**config.mk**
```make
export PLATFORM = sky130hd
export DESIGN_NAME = rx9Top
export DESIGN_NICKNAME = d
export VERILOG_FILES = /design/src/rtl/rx9Pkg.sv /design/src/rtl/rx9Sync.sv /design/src/rtl/rx9Ctrl.sv /design/src/rtl/rx9Datapath.sv /design/src/rtl/rx9Top.sv
export SDC_FILE = /design/constraint.sdc
export NUM_CORES = 1
export LEC_CHECK = 0
export BUFFER_PORTS_ARGS = -buffer_cell sky130_fd_sc_hd__buf_2
export CAP_MARGIN = 10
export CORE_UTILIZATION = 24
export CTS_CLUSTER_SIZE = 25
export DETAILED_ROUTE_END_ITERATION = 7
export MAX_ROUTING_LAYER = met4
export PLACE_DENSITY = 0.49
export SETUP_SLACK_MARGIN = 0.3
export SLEW_MARGIN = 15
export SYNTH_ARGS = -nofsm -noshare
export SYNTH_HDL_FRONTEND = slang
export SYNTH_SLANG_ARGS = --single-unit
```
**constraint.sdc**
```tcl
create_clock -name clk -period 2.22 [get_ports clk]
set_input_delay 0 -clock clk [delete_from_list [all_inputs] [get_ports clk]]
set_output_delay 0 -clock clk [all_outputs]
set_load 0.005 [all_outputs]
```
**src/rtl/rx9Pkg.sv**
```systemverilog
package rx9Pkg;

  typedef enum logic [1:0] {
    RX_IDLE,
    RX_START,
    RX_RECV,
    RX_SAVE
  } rxState_e;

  // control-to-datapath strobes, each valid for one clock
  typedef struct packed {
    logic clearFrame;  // start bit accepted
    logic sampA;       // first mid-bit sample
    logic sampB;       // second mid-bit sample
    logic takeData;    // vote into data shift register
    logic takeAddr;    // vote into address-indicator bit
    logic takeStop;    // vote into stop bit
    logic loadOut;     // present the assembled character
  } rxStrobe_t;

endpackage

```
**src/rtl/rx9Sync.sv**
```systemverilog
module rx9Sync #(
  parameter int STAGES = 2
) (
  input  logic clk,
  input  logic rstN,
  input  logic serialIn,
  output logic lineSync
);
  logic [STAGES-1:0] syncReg;

  always_ff @(posedge clk or negedge rstN) begin
    if (!rstN) syncReg <= '1;
    else       syncReg <= {syncReg[STAGES-2:0], serialIn};
  end

  assign lineSync = syncReg[STAGES-1];
endmodule

```
**src/rtl/rx9Ctrl.sv**
```systemverilog
module rx9Ctrl
  import rx9Pkg::*;
#(
  parameter int OVERSAMPLE = 16,
  parameter int DATA_BITS  = 8
) (
  input  logic      clk,
  input  logic      rstN,
  input  logic      lineSync,
  input  logic      uartEnable,
  input  logic      rxEnable,
  input  logic      sampleTick,
  input  logic      nineBitMode,
  output rxStrobe_t strb,
  output logic      mode9
);
  localparam int CNT_W = $clog2(OVERSAMPLE);
  localparam int IDX_W = $clog2(DATA_BITS + 3);
  localparam logic [CNT_W-1:0] HALF_CNT = CNT_W'(OVERSAMPLE / 2 - 1);
  localparam logic [CNT_W-1:0] SECOND_CNT = CNT_W'(OVERSAMPLE / 2);
  localparam logic [CNT_W-1:0] TAKE_CNT = CNT_W'(OVERSAMPLE / 2 + 1);
  localparam logic [CNT_W-1:0] LAST_CNT = CNT_W'(OVERSAMPLE - 1);
  localparam logic [IDX_W-1:0] DATA_LAST = IDX_W'(DATA_BITS);
  localparam logic [IDX_W-1:0] ADDR_IDX = IDX_W'(DATA_BITS + 1);
  localparam logic [IDX_W-1:0] IDX_MAX = IDX_W'(DATA_BITS + 2);

  rxState_e         state, stateNext;
  logic [CNT_W-1:0] tickCnt, tickCntNext;
  logic [IDX_W-1:0] bitIdx, bitIdxNext;
  logic             modeNext;
  logic             linePrev;
  logic             enabled;

  assign enabled = uartEnable & rxEnable;

  always_comb begin
    stateNext   = state;
    tickCntNext = tickCnt;
    bitIdxNext  = bitIdx;
    modeNext    = mode9;
    strb        = '0;
    unique case (state)
      RX_IDLE: begin
        if (enabled && linePrev && !lineSync) begin
          stateNext   = RX_START;
          tickCntNext = '0;
          modeNext    = nineBitMode;
        end
      end
      RX_START: begin
        if (!enabled) begin
          stateNext = RX_IDLE;
        end else if (sampleTick) begin
          tickCntNext = tickCnt + 1'b1;
          if (tickCnt == HALF_CNT) begin
            if (!lineSync) begin
              stateNext       = RX_RECV;
              bitIdxNext      = '0;
              strb.clearFrame = 1'b1;
            end else begin
              stateNext = RX_IDLE;
            end
          end
        end
      end
      RX_RECV: begin
        if (!enabled) begin
          stateNext = RX_IDLE;
        end else if (sampleTick) begin
          if (tickCnt == LAST_CNT) begin
            tickCntNext = '0;
            bitIdxNext  = bitIdx + 1'b1;
          end else begin
            tickCntNext = tickCnt + 1'b1;
          end
          if (bitIdx != '0) begin
            strb.sampA = (tickCnt == HALF_CNT);
            strb.sampB = (tickCnt == SECOND_CNT);
            if (tickCnt == TAKE_CNT) begin
              if (bitIdx <= DATA_LAST) begin
                strb.takeData = 1'b1;
              end else if (mode9 && bitIdx == ADDR_IDX) begin
                strb.takeAddr = 1'b1;
              end else begin
                strb.takeStop = 1'b1;
                stateNext     = RX_SAVE;
              end
            end
          end
        end
      end
      RX_SAVE: begin
        strb.loadOut = 1'b1;
        stateNext    = RX_IDLE;
      end
      default: stateNext = RX_IDLE;
    endcase
  end

  always_ff @(posedge clk or negedge rstN) begin
    if (!rstN) begin
      state    <= RX_IDLE;
      tickCnt  <= '0;
      bitIdx   <= '0;
      mode9    <= 1'b0;
      linePrev <= 1'b1;
    end else begin
      state    <= stateNext;
      tickCnt  <= tickCntNext;
      bitIdx   <= bitIdxNext;
      mode9    <= modeNext;
      linePrev <= lineSync;
    end
  end


  start_needs_enable_chk: assert property (@(posedge clk) disable iff (!rstN)
    (state == RX_START && $past(state) == RX_IDLE) |-> $past(uartEnable && rxEnable));


  abort_to_idle_chk: assert property (@(posedge clk) disable iff (!rstN)
    !(uartEnable && rxEnable) |=> state == RX_IDLE);


  start_window_chk: assert property (@(posedge clk) disable iff (!rstN)
    state == RX_START |-> tickCnt <= HALF_CNT);


  bit_index_chk: assert property (@(posedge clk) disable iff (!rstN)
    state == RX_RECV |-> bitIdx <= IDX_MAX);
endmodule

```
**src/rtl/rx9Datapath.sv**
```systemverilog
module rx9Datapath
  import rx9Pkg::*;
#(
  parameter int DATA_BITS = 8
) (
  input  logic                 clk,
  input  logic                 rstN,
  input  logic                 lineSync,
  input  rxStrobe_t            strb,
  output logic [DATA_BITS-1:0] rxData,
  output logic                 rxAddrFlag,
  output logic                 rxFrameErr,
  output logic                 rxValid
);
  logic                 sampleA, sampleB;
  logic                 vote;
  logic [DATA_BITS-1:0] shiftReg;
  logic                 addrBit;
  logic                 stopBit;

  // two of three: the samples at counts 7 and 8 plus the live one at count 9
  assign vote = (sampleA & sampleB) | (sampleA & lineSync) | (sampleB & lineSync);

  always_ff @(posedge clk or negedge rstN) begin
    if (!rstN) begin
      sampleA  <= 1'b1;
      sampleB  <= 1'b1;
      shiftReg <= '0;
      addrBit  <= 1'b0;
      stopBit  <= 1'b1;
    end else begin
      if (strb.sampA) sampleA <= lineSync;
      if (strb.sampB) sampleB <= lineSync;
      if (strb.clearFrame) addrBit <= 1'b0;
      else if (strb.takeAddr) addrBit <= vote;
      if (strb.takeData) shiftReg <= {vote, shiftReg[DATA_BITS-1:1]};
      if (strb.takeStop) stopBit <= vote;
    end
  end

  always_ff @(posedge clk or negedge rstN) begin
    if (!rstN) begin
      rxData     <= '0;
      rxAddrFlag <= 1'b0;
      rxFrameErr <= 1'b0;
      rxValid    <= 1'b0;
    end else begin
      rxValid <= strb.loadOut;
      if (strb.loadOut) begin
        rxData     <= shiftReg;
        rxAddrFlag <= addrBit;
        rxFrameErr <= ~stopBit;
      end
    end
  end


  strobe_single_chk: assert property (@(posedge clk) disable iff (!rstN)
    rxValid |=> !rxValid);


  hold_between_chk: assert property (@(posedge clk) disable iff (!rstN)
    !rxValid |-> ($stable(rxData) && $stable(rxAddrFlag) && $stable(rxFrameErr)));
endmodule

```
**src/rtl/rx9Top.sv**
```systemverilog
module rx9Top
  import rx9Pkg::*;
#(
  parameter int OVERSAMPLE  = 16,
  parameter int DATA_BITS   = 8,
  parameter int SYNC_STAGES = 2
) (
  input  logic                 clk,
  input  logic                 rstN,
  input  logic                 serialIn,
  input  logic                 uartEnable,
  input  logic                 rxEnable,
  input  logic                 sampleTick,
  input  logic                 nineBitMode,
  output logic [DATA_BITS-1:0] rxData,
  output logic                 rxAddrFlag,
  output logic                 rxFrameErr,
  output logic                 rxValid
);
  logic      lineSync;
  logic      mode9;
  rxStrobe_t strb;

  rx9Sync #(.STAGES(SYNC_STAGES)) uSync (
    .clk      (clk),
    .rstN     (rstN),
    .serialIn (serialIn),
    .lineSync (lineSync)
  );

  rx9Ctrl #(.OVERSAMPLE(OVERSAMPLE), .DATA_BITS(DATA_BITS)) uCtrl (
    .clk         (clk),
    .rstN        (rstN),
    .lineSync    (lineSync),
    .uartEnable  (uartEnable),
    .rxEnable    (rxEnable),
    .sampleTick  (sampleTick),
    .nineBitMode (nineBitMode),
    .strb        (strb),
    .mode9       (mode9)
  );

  rx9Datapath #(.DATA_BITS(DATA_BITS)) uData (
    .clk        (clk),
    .rstN       (rstN),
    .lineSync   (lineSync),
    .strb       (strb),
    .rxData     (rxData),
    .rxAddrFlag (rxAddrFlag),
    .rxFrameErr (rxFrameErr),
    .rxValid    (rxValid)
  );


  addr_zero_chk: assert property (@(posedge clk) disable iff (!rstN)
    (rxValid && !mode9) |-> !rxAddrFlag);
endmodule

```
# Yosys cells after proc, flatten, opt, wreduce, memory -nomap -nowiden
# Cells that the tools add are included.
dict set report totals {
  latchBits 0
  ram_bits 0
  elab_cells 105
  register_bits 37
  n_memories 0
  romBits 0
}
dict set report classes {
  shifts 0
  reduce_logical 13
  bitwise 7
  mul 0
  muxes 44
  order_cmp 1
  n_div 0
  add_sub_neg 2
  eq_ne 23
}
# op n
set ops {}
lappend ops {{$mux W4} 13}
lappend ops {{$mux W2} 12}
lappend ops {{$ne A3 B3 Y1 const B} 7}
lappend ops {{$mux W5} 4}
lappend ops {{$eq A4 B4 Y1 const B} 4}
lappend ops {{$reduce_and A8 Y1} 2}
lappend ops {{$pmux W4 S3} 1}
lappend ops {{$mux W1} 11}
lappend ops {{$ne A2 B1 Y1 const B} 5}
lappend ops {{$add A4 B1 Y4 const B} 2}
lappend ops {{$pmux W2 S4} 1}
lappend ops {{$pmux W4 S2} 1}
lappend ops {{$ne A2 B2 Y1 const B} 3}
lappend ops {{$reduce_and A6 Y1} 1}
lappend ops {{$and A1 B1 Y1} 4}
lappend ops {{$eq A2 B2 Y1 const B} 2}
lappend ops {{$eq A4 B3 Y1 const B} 1}
lappend ops {{$le A4 B4 Y1 const B} 1}
lappend ops {{$reduce_bool A2 Y1} 2}
lappend ops {{$reduce_bool A4 Y1} 1}
lappend ops {{$logic_and A1 B1 Y1} 3}
lappend ops {{$mux W3} 1}
lappend ops {{$reduce_bool A3 Y1} 1}
lappend ops {{$eq A2 B1 Y1 const B} 1}
lappend ops {{other kinds (5)} 6}

# Longest topological paths before layout
dict set report depth {
  depth_word 11
  ltp_mapped 7
  mapped_depth_nobuf 6
}

# Cells and area by module
# From an unflattened synthesis, not the netlist that was laid out.
dict set report hier_totals {
  hier_cells 157
  hier_area_um2 1846.8
}
# module cells_each area_per_inst_um2 n_inst seq_area_each_um2
set modules_own_cells {}
lappend modules_own_cells {rx9Ctrl 103 925.9 1 301.5}
lappend modules_own_cells {rx9Datapath 52 868.3 1 579.3}
lappend modules_own_cells {rx9Sync 2 52.6 1 52.6}

# Worst setup path before layout
# OpenSTA, ideal clock, no wires.
dict set report synth_path {
  path_kind {flip-flop to flip-flop}
  startpoint {register uCtrl.bitIdx[0]}
  endpoint {register uData.shiftReg[0]}
  slack_ps 205
  stages_incl_launch_ff 8
  t_arrival_ps 1890
  required_ps 2095
  n_path_buf 1
  period_less_slack_ps 2015
  setup_ps 125
  cell_sequence {dfrtp_1 -> inv_1 -> ha_1 -> nor2b_1 -> nor2b_1 -> or4_1 -> buf_6 -> mux2_4}
}
dict set report synth_between {
  elab_chain_cells 7
}
# item line_no
set synth_lines {}
lappend synth_lines {{from (decl)} rx9Ctrl.sv:29} ;# logic [IDX_W-1:0] bitIdx, bitIdxNext;
lappend synth_lines {{from (signal assigned)} rx9Ctrl.sv:110} ;# bitIdx <= bitIdxNext;
lappend synth_lines {{$le A4 B4 Y1} rx9Ctrl.sv:80} ;# if (bitIdx <= DATA_LAST) begin
lappend synth_lines {{$mux W1} rx9Ctrl.sv:80}
lappend synth_lines {{$mux W3} rx9Ctrl.sv:79} ;# if (tickCnt == TAKE_CNT) begin
lappend synth_lines {{$mux W5 *} rx9Ctrl.sv:76} ;# if (bitIdx != '0) begin
lappend synth_lines {{$mux W5 *} rx9Ctrl.sv:69} ;# end else if (sampleTick) begin
lappend synth_lines {{$mux W5 *} rx9Ctrl.sv:67} ;# if (!enabled) begin
lappend synth_lines {{$mux W5 *} rx9Ctrl.sv:42} ;# unique case (state)
lappend synth_lines {{to (signal assigned)} rx9Datapath.sv:36} ;# if (strb.takeData) shiftReg <= {vote, shiftReg[DATA_BITS-1:1]};
lappend synth_lines {{to (decl)} rx9Datapath.sv:17} ;# logic [DATA_BITS-1:0] shiftReg;
# Every way passes the cells marked *; elsewhere a longest branch is shown, timed or not.
# A chain may end at the register's enable or synchronous reset.

# Worst setup path in the final report
dict set report layout_path {
  startpoint {register uCtrl.bitIdx[0]}
  endpoint {register uCtrl.bitIdx[0]}
}
dict set report layout_between {
  elab_chain_cells 5
}
# item line_no
set layout_lines {}
lappend layout_lines {{$add A4 B1 Y4} rx9Ctrl.sv:72} ;# bitIdxNext = bitIdx + 1'b1;
lappend layout_lines {{$mux W4} rx9Ctrl.sv:70} ;# if (tickCnt == LAST_CNT) begin
lappend layout_lines {{$mux W4} rx9Ctrl.sv:69}
lappend layout_lines {{$mux W4} rx9Ctrl.sv:67}
lappend layout_lines {{$pmux W4 S2} rx9Ctrl.sv:42}
# No other way between the ends. The select of a mux whose other input is x is not followed.

==> results.toml <==
[sta]
worst_slack_ns = 0.2691
timing.final.crit_share_pct = 87.88
worst_pin_slew_ns = 0.8346
slew_headroom_pct = 44.36
hold_viol = 0
final_max_slew_viol_count = 0
setup_violations = 0
rsz0062_at_grt = "yes"
tns_ns = 0
timing.final.crit_period_ns = 1.951
finClkSkew_ns = 0.004998
timing.fmax_mhz = 512.6

[finish]
drive_gt1_share_pct = 45.24
fin_util_pct = 32.48
multiInputGateArea_um2 = 1002
nets = 226
seq_area_um2 = 934.6
syn_to_final_growth_pct = 31.37
design_area_um2 = 2510
n_antenna_cell = 0
fillers = 780

[place]
port_buffers = 17
pre_cts_ws_ns = 0.1134
placed_cell_area_um2 = 2161
hpwl_um = 2537
place.gp.congestion = 0.7357

[clock_tree]
clockBufferDepth = 2
clk_latency_ns = 0.30
clk_pin_slew_ns = 0.08
cts-root-buf = "clkbuf_8"
numCtsBuffers = 5
htree_levels = 2
cts.sinks = 37
cts_tree = "done"

[detailed_routing]
via_per_inst = 4.465
drtPass1Iterations = 4
postRouteAntennaNets = 0
wl_per_cell_um = 13.17
drcViolationCount = 0
via_count = 1393
routed_wirelength_um = 4108
drt_first_iter_violations = 77

[worst_setup_path]
r2r_end = "uCtrl.bitIdx[0]"
cp-start-kind = "register"
cp.required_ns = 2.41
critical_path.top_delay_family = "buffers and inverters"
path_cells = "inv_2 > buf_6 > buf_4 > buf_4 > buf_4 > buf_4 > buf_4 > buf_4 > buf_4 > buf_4 > buf_4 > buf_4 > nand2_2 > o21ai_1"
timing.reg2reg.setup_slack_ns = 0.27
cpMostUsedCell = "buf_4"
slowest_stage = "dfrtp_1"
r2r-start = "uCtrl.bitIdx[0]"
critPathBufInv = 12
path_class = "reg -> reg"
cp.arrival_ns = 2.14
crit_path_max_incr_delay_ns = 0.38
worst-path-max-fanout = 2
reg2reg_depth = 14
cp-end-kind = "register"

[synthesis]
yosys.cell_types.count = 40
synth_top_flop_cell = "dfrtp_1"
syn_avg_cell_area_um2 = 11.72
syn_area_um2 = 1911
synth_seq_cells = 37
syn_inst = 163
yosysWarnings = 0
syn-num-nets = 180
yosysSeqAreaShare_pct = 48.85
synth-edff-count = 0
synth_async_sr_flop_share_pct = 100.0

[status]
status = "completed"

[global_route]
grt_usage_pct = 10.89
antenna_found_initial = 0
grt_pass1_wl_um = 6762
gr-total-overflow = 0
grt_max_degree = 38
grt_pass1_vias = 1344

[floorplan]
initial_core_util_pct = 24.72
die_x_um = 91.23
rows = 32
chipHeight_um = 91.23
ios = 18
dieArea_um2 = 8322
core_area_um2 = 7727

[worst_hold_path]
holdPathStages = 3
hold_path.class = "in -> reg"
hp-start = "rxEnable"
hold_end = "uCtrl.state[1]"

[power]
power.density_nw_per_um2 = 710.4
ir_drop_mv = 0.1977
power.leakage_uw = 0.001145
power_uw = 1783

[run]
cap_violations = 0
## repair_timing
item / in CTS / in global routing
gates resized for setup: 13 / 11
hold buffers: 3 / 0
setup endpoints to repair: 14 / 15
pin swaps: 4 / 2
setup buffers: 17 / 1
cloned: 0 / 0
hold endpoints to repair: 33 / 0
## routing by layer
layer  part of all wire, %  up-vias  track usage (%)
li1                      -      676                -
met1                    48      686            13.81
met2                    47       21            16.16
met3                   2.7       10            2.848
met4                   2.5        0            5.159
met5                     0        -                -
## cell type report
| class | instances | area share (%) |
|---|---|---|
| Clock inverter | 2 | 0.5484 |
| Timing Repair Buffer | 43 | 12.11 |
| Clock buffer | 6 | 3.290 |
| Tap cell | 102 | 5.085 |
| Sequential cell | 37 | 37.24 |
| Inverter | 12 | 1.795 |
| Multi-Input combinational cell | 110 | 39.93 |
## metrics by stage
step / hold slack [ns] / instances
6_report: 0.06899 / 312
3_3_place_gp: 0.1068 / 283
5_1_grt: 0.07764 / 312
2_1_floorplan: -0.2956 / 163
3_5_place_dp: 0.1082 / 283
4_1_cts: 0.06511 / 311
## cells in the final DEF (no fill, tap or decap), types with 6 or more instances in the layout
master | netlist | layout
inv_1 | 12 | 8
nand3_1 | 6 | 6
dfstp_2 | 6 | 6
clkbuf_8 | 0 | 6
nor2_1 | 6 | 6
mux2_4 | 8 | 9
buf_4 | 0 | 21
mux2_2 | 15 | 14
ha_1 | 10 | 7
dfrtp_1 | 31 | 30
nand2_1 | 11 | 10
buf_2 | 1 | 17
## synthesized netlist by cell type (2+ instances only)
cell / number / area (um2)
nand4_1: 2 / 12.51
clkbuf_1: 2 / 7.510
inv_1: 12 / 45.04
nor3_1: 3 / 15.01
mux2i_1: 3 / 30.03
o21ai_0: 6 / 30.03
nand4b_1: 4 / 35.03
nand3b_1: 3 / 22.52
nand3_1: 6 / 30.03
nor2_1: 6 / 22.52
mux2_4: 8 / 120.1
nor4_1: 3 / 18.77
nor2b_1: 5 / 31.28
ha_1: 10 / 125.1
or2_2: 2 / 12.51
nand2b_1: 4 / 25.02
dfrtp_1: 31 / 775.7
mux2_2: 15 / 168.9
a21oi_1: 2 / 10.01
dfstp_2: 6 / 157.7
nand2_1: 11 / 41.29
## sequential cells by signal (all words and copies together), names as in the netlist
register	cells
uData.rxFrameErr	1
uData.addrBit	1
uData.rxData	8
uData.sampleA	1
uCtrl.tickCnt	4
uCtrl.mode9	1
uCtrl.linePrev	1
uData.shiftReg	8
uSync.syncReg	2
uData.rxValid	1
uData.sampleB	1
uData.rxAddrFlag	1
uData.stopBit	1
uCtrl.state	2
uCtrl.bitIdx	4
## power by group
group	internal, uW	switching [uW]	total, uW	leakage (uW)
clock network	252	265	517	0.0000512
logic	249	241	490	0.000615
registers	724	51.6	776	0.000479
## how the worst max path moves through the flow
stage                         start                end  slack, ns  cells after the start
global placement     uCtrl.state[0]  uData.shiftReg[1]       0.13                      6
global route        uCtrl.bitIdx[0]    uCtrl.bitIdx[0]       0.21                     14
floorplan           uCtrl.bitIdx[0]  uData.shiftReg[0]       0.30                      7
detailed placement   uCtrl.state[0]  uData.shiftReg[4]       0.11                      6
finish              uCtrl.bitIdx[0]    uCtrl.bitIdx[0]       0.27                     14
CTS                 uCtrl.bitIdx[1]  uData.shiftReg[1]       0.27                      7
## worst reg2reg max path, stage by stage (launching register included)
cell	delay, ns
dfrtp_1	0.38
inv_2	0.07
buf_6	0.11
buf_4	0.12
buf_4	0.12
buf_4	0.12
buf_4	0.12
buf_4	0.12
buf_4	0.12
buf_4	0.12
buf_4	0.12
buf_4	0.12
buf_4	0.12
nand2_2	0.05
o21ai_1	0.05
## kinds of logic (layout without fill, tap and decap cells)
family / after synthesis / count (layout) / share of synthesized area [%]
fa+ha+maj: 11 / 11 / 7.073
flops: 37 / 37 / 48.85
mux: 26 / 26 / 16.70
compound gates: 19 / 19 / 7.401
simple gates: 54 / 54 / 16.37
buf+inv: 16 / 63 / 3.602
Note: power is estimated with default switching activity, not from simulation.
